## src/rtl/tt_pkg.sv

```systemverilog
package tt_pkg;
  localparam int unsigned OFS_CTRL = 0;
  localparam int unsigned OFS_LOAD = 1;
  localparam int unsigned OFS_CUR  = 2;

  localparam int unsigned BIT_EN   = 0;
  localparam int unsigned BIT_IE   = 1;
  localparam int unsigned BIT_SRC  = 2;
  localparam int unsigned BIT_FLAG = 16;

  typedef struct packed {
    logic src;
    logic ie;
    logic en;
  } ctrl_t;
endpackage

```

## src/rtl/tt_prescaler.sv

```systemverilog
module tt_prescaler #(
  parameter int unsigned SYNC_STAGES = 2,
  parameter int unsigned PRESC_W     = 2
) (
  input  logic clk_i,
  input  logic rst_ni,
  input  logic osc_i,
  output logic stb_o
);
  logic [SYNC_STAGES-1:0] sync_q;
  logic                   last_q;
  logic [PRESC_W-1:0]     div_q;
  logic                   stb_q;
  logic                   rise;

  assign rise  = sync_q[SYNC_STAGES-1] & ~last_q;
  assign stb_o = stb_q;

  always_ff @(posedge clk_i or negedge rst_ni) begin
    if (!rst_ni) begin
      sync_q <= '0;
      last_q <= 1'b0;
      div_q  <= '0;
      stb_q  <= 1'b0;
    end else begin
      sync_q <= {sync_q[SYNC_STAGES-2:0], osc_i};
      last_q <= sync_q[SYNC_STAGES-1];
      stb_q  <= rise && (div_q == '1);
      if (rise) div_q <= div_q + 1'b1;
    end
  end
endmodule

```

## src/rtl/tt_regs.sv

```systemverilog
module tt_regs
  import tt_pkg::*;
#(
  parameter int unsigned CNT_W  = 24,
  parameter int unsigned DATA_W = 32,
  parameter int unsigned ADDR_W = 4
) (
  input  logic              clk_i,
  input  logic              rst_ni,
  input  logic              req_i,
  input  logic              we_i,
  input  logic [ADDR_W-1:0] addr_i,
  input  logic [DATA_W-1:0] wdata_i,
  input  logic [CNT_W-1:0]  count_i,
  input  logic              flag_i,
  output ctrl_t             ctrl_o,
  output logic [CNT_W-1:0]  reload_o,
  output logic              cur_clr_o,
  output logic              flag_rd_o,
  output logic [DATA_W-1:0] rdata_o
);
  logic [1:0]        sel;
  logic              wr, rd;
  logic [DATA_W-1:0] rd_mux;
  ctrl_t             ctrl_q;
  logic [CNT_W-1:0]  reload_q;
  logic [DATA_W-1:0] rdata_q;

  assign sel       = addr_i[3:2];
  assign wr        = req_i & we_i;
  assign rd        = req_i & ~we_i;
  assign cur_clr_o = wr && (sel == 2'(OFS_CUR));
  assign flag_rd_o = rd && (sel == 2'(OFS_CTRL));
  assign ctrl_o    = ctrl_q;
  assign reload_o  = reload_q;
  assign rdata_o   = rdata_q;

  always_comb begin
    rd_mux = '0;
    case (sel)
      2'(OFS_CTRL): begin
        rd_mux[BIT_EN]   = ctrl_q.en;
        rd_mux[BIT_IE]   = ctrl_q.ie;
        rd_mux[BIT_SRC]  = ctrl_q.src;
        rd_mux[BIT_FLAG] = flag_i;
      end
      2'(OFS_LOAD): rd_mux = DATA_W'(reload_q);
      2'(OFS_CUR):  rd_mux = DATA_W'(count_i);
      default:      rd_mux = '0;
    endcase
  end

  always_ff @(posedge clk_i or negedge rst_ni) begin
    if (!rst_ni) begin
      ctrl_q   <= '0;
      reload_q <= '0;
      rdata_q  <= '0;
    end else begin
      if (wr && sel == 2'(OFS_CTRL)) begin
        ctrl_q.en  <= wdata_i[BIT_EN];
        ctrl_q.ie  <= wdata_i[BIT_IE];
        ctrl_q.src <= wdata_i[BIT_SRC];
      end
      if (wr && sel == 2'(OFS_LOAD)) reload_q <= wdata_i[CNT_W-1:0];
      if (rd) rdata_q <= rd_mux;
    end
  end
endmodule

```

## src/rtl/tt_counter.sv

```systemverilog
module tt_counter #(
  parameter int unsigned CNT_W = 24
) (
  input  logic             clk_i,
  input  logic             rst_ni,
  input  logic             tick_en_i,
  input  logic [CNT_W-1:0] reload_i,
  input  logic             clr_i,
  input  logic             flag_rd_i,
  input  logic             ie_i,
  output logic [CNT_W-1:0] count_o,
  output logic             flag_o,
  output logic             irq_o
);
  logic [CNT_W-1:0] count_q;
  logic             flag_q, irq_q;
  logic             step_zero;

  assign step_zero = tick_en_i && !clr_i && (count_q == CNT_W'(1));
  assign count_o   = count_q;
  assign flag_o    = flag_q;
  assign irq_o     = irq_q;

  always_ff @(posedge clk_i or negedge rst_ni) begin
    if (!rst_ni) begin
      count_q <= '0;
      flag_q  <= 1'b0;
      irq_q   <= 1'b0;
    end else begin
      if (clr_i) begin
        count_q <= '0;
      end else if (tick_en_i) begin
        if (count_q == '0) begin
          if (reload_i != '0) count_q <= reload_i;
        end else begin
          count_q <= count_q - 1'b1;
        end
      end
      // set beats a clearing read
      if (clr_i)          flag_q <= 1'b0;
      else if (step_zero) flag_q <= 1'b1;
      else if (flag_rd_i) flag_q <= 1'b0;
      irq_q <= step_zero & ie_i;
    end
  end
endmodule

```

## src/rtl/tick_timer.sv

```systemverilog
module tick_timer
  import tt_pkg::*;
#(
  parameter int unsigned CNT_W       = 24,
  parameter int unsigned DATA_W      = 32,
  parameter int unsigned ADDR_W      = 4,
  parameter int unsigned PRESC_W     = 2,
  parameter int unsigned SYNC_STAGES = 2
) (
  input  logic              clk_i,
  input  logic              rst_ni,
  input  logic              alt_osc_i,
  input  logic              dbg_halt_i,
  input  logic              req_i,
  input  logic              we_i,
  input  logic [ADDR_W-1:0] addr_i,
  input  logic [DATA_W-1:0] wdata_i,
  output logic [DATA_W-1:0] rdata_o,
  output logic              irq_o
);
  ctrl_t            ctrl;
  logic [CNT_W-1:0] reload, count;
  logic             cur_clr, flag_rd, flag;
  logic             alt_stb, tick, tick_en;

  tt_prescaler #(.SYNC_STAGES(SYNC_STAGES), .PRESC_W(PRESC_W)) u_presc (
    .clk_i(clk_i), .rst_ni(rst_ni), .osc_i(alt_osc_i), .stb_o(alt_stb)
  );

  assign tick    = ctrl.src ? 1'b1 : alt_stb;
  assign tick_en = ctrl.en & tick & ~dbg_halt_i;

  tt_regs #(.CNT_W(CNT_W), .DATA_W(DATA_W), .ADDR_W(ADDR_W)) u_regs (
    .clk_i(clk_i), .rst_ni(rst_ni), .req_i(req_i), .we_i(we_i),
    .addr_i(addr_i), .wdata_i(wdata_i), .count_i(count), .flag_i(flag),
    .ctrl_o(ctrl), .reload_o(reload), .cur_clr_o(cur_clr),
    .flag_rd_o(flag_rd), .rdata_o(rdata_o)
  );

  tt_counter #(.CNT_W(CNT_W)) u_cnt (
    .clk_i(clk_i), .rst_ni(rst_ni), .tick_en_i(tick_en), .reload_i(reload),
    .clr_i(cur_clr), .flag_rd_i(flag_rd), .ie_i(ctrl.ie),
    .count_o(count), .flag_o(flag), .irq_o(irq_o)
  );
endmodule

```

## config.mk

```make
export PLATFORM = sky130hd
export DESIGN_NAME = tick_timer
export DESIGN_NICKNAME = d
export VERILOG_FILES = /design/src/rtl/tt_pkg.sv /design/src/rtl/tt_prescaler.sv /design/src/rtl/tt_regs.sv /design/src/rtl/tt_counter.sv /design/src/rtl/tick_timer.sv
export SDC_FILE = /design/constraint.sdc
export NUM_CORES = 1
export LEC_CHECK = 0
export ABC_CLOCK_PERIOD_IN_PS = 3250
export BUFFER_PORTS_ARGS = -buffer_cell sky130_fd_sc_hd__buf_2
export CAP_MARGIN = 10
export CORE_AREA = 2 2 124 126
export CTS_BUF_LIST = sky130_fd_sc_hd__clkbuf_8
export DETAILED_ROUTE_END_ITERATION = 8
export DIE_AREA = 0 0 126 128
export GPL_TIMING_DRIVEN = 0
export SYNTH_ARGS = -nofsm -noshare
export SYNTH_HDL_FRONTEND = slang
export SYNTH_SLANG_ARGS = --single-unit
export TNS_END_PERCENT = 1
```

## constraint.sdc

```tcl
create_clock -name clk_i -period 3.25 [get_ports clk_i]
set_input_delay 0.65 -clock clk_i [delete_from_list [all_inputs] [get_ports clk_i]]
set_output_delay 0.65 -clock clk_i [all_outputs]
set_load 0.005 [all_outputs]
```

# Yosys cells after proc, flatten, opt, wreduce, memory -nomap -nowiden
# Index checks and enable logic that the tools add are counted.
# word_totals
output_inout_bits,33
elab_cells,54
in_bits,42
register_bits,91
# classes
eq_ne,5
reduce_logical,14
n_addsub,2
n_mux,12
n_bitwise,9
# ops
op,count
24-bit two-way mux,4
13-bit case mux with 2 select lines,1
"24-bit by 1-bit equality test with 1-bit output, second input constant",1
24-bit logical NOT,1
24-bit nonzero test,1
"24-bit by 1-bit subtractor with 24-bit output, second input constant",1
7-bit case mux with 2 select lines,1
3-bit case mux with 3 select lines,1
1-bit logical AND,7
1-bit bitwise AND,6
"2-bit equality test, second input constant",2
1-bit two-way mux,4
"3-bit by 2-bit != test with 1-bit output, second input constant",1
1-bit inverter,3
1-bit case mux with 3 select lines,1
3-bit nonzero test,1
"2-bit by 1-bit adder with 2-bit output, second input constant",1
"2-bit by 1-bit equality test with 1-bit output, second input constant",1
2-bit logical NOT,1
2-bit AND reduction,1
2-bit nonzero test,1
1-bit logical NOT,1

# Depth between registers and ports, before layout
# depth
word_depth,7
mapped_depth,10

# Cells and area by module
# Synthesis repeated with hierarchy kept, for this count alone.
# unflattened
cells_unflattened,397
area_unflattened_um2,4483.0
# modules_own_cells
module,instances,cells_per_inst,seq_area_each_um2,area_per_inst_um2
tt_regs,1,162,1276.2,2321.0
tt_counter,1,222,650.6,1938.1
tt_prescaler,1,11,150.1,207.7
tick_timer,1,2,0.0,16.3

# Least setup slack after synthesis
# OpenSTA, ideal clock, no wires.
# synth_timing
kind,input port to flip-flop
from,in addr_i[2]
to,reg u_cnt.count_q[15] (netlist: u_cnt.count_o[15])
slack_ns,0.922
path_stages,10
required_ns,3.160
t_arrival_ns,2.237
path_cell_list,inv_1 -> ha_1 -> clkbuf_1 -> nand3_1 -> clkbuf_1 -> o211a_1 -> clkbuf_1 -> and3_1 -> a21oi_1 -> o221ai_1
# synth_via
elab_chain_len,4
elab_cells_between_ends,6
# synth_lines
element,line_no,text
start: declaration,tick_timer.sv:16,"input logic [ADDR_W-1:0] addr_i,"
2-bit equality test *,tt_regs.sv:32,assign cur_clr_o = wr && (sel == 2'(OFS_CUR));
1-bit logical AND *,tt_regs.sv:32,
3-bit by 2-bit != test with 1-bit output (no source line) / 2-bit nonzero test (equally long branches),-,
2-bit AND reduction (no source line),-,
end signal: assignment,tt_counter.sv:34,if (reload_i != '0) count_q <= reload_i;
end signal: assignment,tt_counter.sv:36,count_q <= count_q - 1'b1;
end: declaration,tt_counter.sv:15,logic [CNT_W-1:0] count_q;
# Mark *: on every way between the ends. The rest lies on a longest branch, timed or not.
# A chain may end at the register's enable or synchronous reset.

# Worst setup path after layout
# layout_timing
from,reg u_cnt.count_q[0] (netlist: u_cnt.count_o[0])
to,reg u_cnt.count_q[20] (netlist: u_cnt.count_o[20])
# layout_via
elab_chain_len,4
elab_cells_between_ends,7
# layout_lines
element,line_no,text
24-bit by 1-bit subtractor with 24-bit output / 24-bit logical NOT (equally long branches),"tt_counter.sv:36, tt_counter.sv:33",
24-bit two-way mux,tt_counter.sv:33,if (count_q == '0) begin
24-bit two-way mux,tt_counter.sv:32,end else if (tick_en_i) begin
24-bit two-way mux,tt_counter.sv:30,if (clr_i) begin
# Parallel ways exist; a longest one is shown, timed or not. The select of a mux whose other input is x is not followed.

==> flow_summary.yaml <==
yosys:
  synth.yosys.seq_area_share_pct: 47.3
  synth.area.top_cells: "dfrtp_1, mux2_2, nand2_1"
  ys.flop_type: "dfrtp_1"
  yosys.cell_types.count: 59
  synthArstFlopShare_pct: 100
  synth_edf_count: 0
  postSynthCellCount: 431
  avgSynthCellArea_um2: 10.2
  synth-seq-cells: 83
  yosys_warnings: 0
  yosys.area.top_type: "dfrtp_1"
  mappedNetlistArea_mm2: 0.00439
  synthDominantCellAreaShare_pct: 47.3
finish:
  num_antenna_cells: 0
  num-nets-final: 556
  area_growth_pct: 18.0
  drive_above_1_share_pct: 24.7
power_and_ir_drop:
  ir_drop_uv: 399
  power.leakage_nw: 2.36
  total_power_mw: 4.02
  p_per_area_mw_per_mm2: 775
global_routing:
  grt_pass1_wl_um: 21500
  gr-total-overflow: 0
  antenna_found_initial: 0
  grt_max_degree: 43
  grt_usage_pct: 17.3
  grt_pass1_vias: 3833
timing:
  finalHoldViolCount: 0
  holdWs_ps: 246
  max_freq_mhz: 335
  finalMaxSlewViolations: 0
  fin_crit_ps: 2990
  slew_headroom_pct: 24.6
  clock-skew-final_ps: 14.2
  tightest_slew_ps: 1120
  setup_ws_ps: 263
  period_share_pct: 91.9
  finalSetupViolCount: 0
  rsz0062_at_grt: "no"
clock_tree:
  cts_resized: 0
  path_clk_slew_ps: 80
  htreeDepth: 3
  numCtsBuffers: 9
  cts-root-buf: "clkbuf_8"
  worstSkewPairLatency_ps: 390
  hold_buffers: 0
  cts_tree: "done"
  cts_sinks: 83
  clk_path_buf_depth: 2
  cts_setup_buffers: 0
route:
  routed_wl_um: 13500
  postRouteAntennaNets: 0
  dr.pass1.iters: 5
  vias_per_cell: 5.43
  wl_per_cell_um: 19.3
  initialDrtViolationCount: 304
  vias: 3799
  drc_errors: 0
floorplanning:
  dieHeight_um: 128
  initial_core_util_pct: 29.5
  fp-row-count: 45
  die_area_mm2: 0.0161
  pin_count: 75
  core_area_mm2: 0.0149
  die_w_um: 126
setup_path:
  crit_required_ps: 3500
  slowest_delay_ps: 770
  cp-start-kind: "flip-flop"
  worstPathArrival_ps: 3230
  crit_chain: "inv_1 > ha_1 > nor3b_1 > nand4_1 > o31a_1 > a32o_1 > o21bai_1"
  critical_path.endpoint_type: "flip-flop"
  path_max_fanout: 8
  path_class: "flip-flop to flip-flop"
  slowest_stage: "nor3b_1"
place:
  place_ws_ps: -14.7
  io_buffers: 56
  dp_hpwl_um: 9870
  place_congestion: 0.934
worst_hold_path:
  hold_class: "primary input to asynchronous set/reset pin"
flow_run:
  cap_violations: 0
run_status:
  status: "complete, no violations"
==> cell usage in the layout (no fill, tap or decap), types with 3 or more instances in the layout <==
master     count
dfrtp_1       83
buf_2         61
nand2_1       48
o21ai_0       32
mux2_2        29
clkbuf_1      20
a22oi_1       20
nor2_1        15
inv_1         14
nor3_1        12
nor4_1        11
mux2i_1       11
clkbuf_8      11
nand3_1       10
buf_4         10
a21oi_1        9
ha_1           8
conb_1         8
nand4_1        7
o211ai_1       5
o2bb2ai_1      5
and2_1         4
nand2b_1       4
a222oi_1       4
and3_1         4
a211o_1        4
a211oi_1       4
o311ai_0       4
nor2b_1        3
o31ai_1        3
or4_1          3
==> power breakdown <==
part / internal (mW) / switching, mW
sequential: 1.27 / 0.266
combinational: 0.623 / 1.00
clock: 0.470 / 0.387
total: 2.36 / 1.65
==> cell usage after synthesis (2+ instances only) <==
cell       count
nand2_1       48
xnor2_1        2
o31ai_1        3
mux2_2        29
or3_1          2
o32ai_1        2
and4_1         2
o311ai_0       4
o221ai_1       2
inv_1         13
o2bb2ai_1      5
nor2_1        15
nand3_1       10
or4_1          3
nand4_1        7
a211oi_1       4
dfrtp_1       83
nor2b_1        3
nor4_1        11
ha_1           8
mux2i_1       11
a21oi_1        9
a211o_1        4
and3_1         4
nor4_2         2
and2_1         4
o22ai_1        2
o31a_1         2
or2_2          2
nor3_1        12
a22oi_1       20
nor3b_1        2
clkbuf_1      20
buf_2          6
buf_4          9
o21ai_0       32
nand3b_1       2
o211ai_1       5
nand2b_1       4
a222oi_1       4
==> worst max-delay path: cells and delay by family, from the launching register on <==
family	cells	cell delay, ps
AO/OA/AOI/OAI	3	760
AND/OR/NAND/NOR	2	1250
adder cells (fa/ha/maj)	1	230
buffers and inverters	1	170
flip-flops	1	440
==> stage by stage <==
step	std cells	setup TNS, ps	area (µm²)	util (%)
floorplan	438	0	4420	-
global placement	682	-11.2	4930	33.2
detailed placement	683	-17.9	4950	33.3
CTS	699	0	5180	34.9
global route	699	0	5180	34.9
finish	699	0	5180	34.9
==> path summary, 6_finish.rpt <==
check                                   from  cells past startpoint                end  slack [ps]
min in group clk_i         u_presc.sync_q[0]                      0  u_presc.sync_q[1]         360
max in group asynchronous             rst_ni                      2  u_regs.rdata_o[8]        2380
max reg2reg                 u_cnt.count_o[0]                      7  u_cnt.count_o[20]         260
min reg2reg                u_presc.sync_q[0]                      0  u_presc.sync_q[1]         360
max                         u_cnt.count_o[0]                      7  u_cnt.count_o[20]         260
min                                   rst_ni                      1        u_cnt.irq_o         250
==> final cells by class <==
type                    count  area, µm²
multi-input cells         307       2120
flip-flops and latches     83       2080
well taps                 188        235
inverters                  13       48.8
plain buffers              35        173
clock buffers              11        151
repair buffers             57        303
fillers                  1557       9680
clock inverters             5       76.3
==> logic make-up after synthesis <==
kind of cell             count (synthesis)  synth area share (%)
AO/OA/AOI/OAI                          109                  17.5
XOR/XNOR                                 3                 0.599
adder cells (fa/ha/maj)                  8                  2.28
buffers and inverters                   48                  5.05
flip-flops                              83                  47.3
multiplexers                            40                  9.95
other                                    1                0.0854
AND/OR/NAND/NOR                        139                  17.2
==> state kept, by name, indices dropped and copies added, names as in the netlist, 2 cells and up <==
signal,cells
u_cnt.count_o,24
u_presc.div_q,2
u_presc.sync_q,2
u_regs.ctrl_o,3
u_regs.rdata_o,24
u_regs.reload_o,24
==> metal layers <==
metal | vias up | global-route usage (%) | part of all wire [%]
li1 | 1746 | - | -
met4 | 0 | 7.50 | 2.3
met1 | 1876 | 23.6 | 46
met3 | 25 | 3.26 | 6.1
met2 | 152 | 27.0 | 46
met5 | - | 0 | 0
Note: power is estimated with default switching activity, not from simulation.
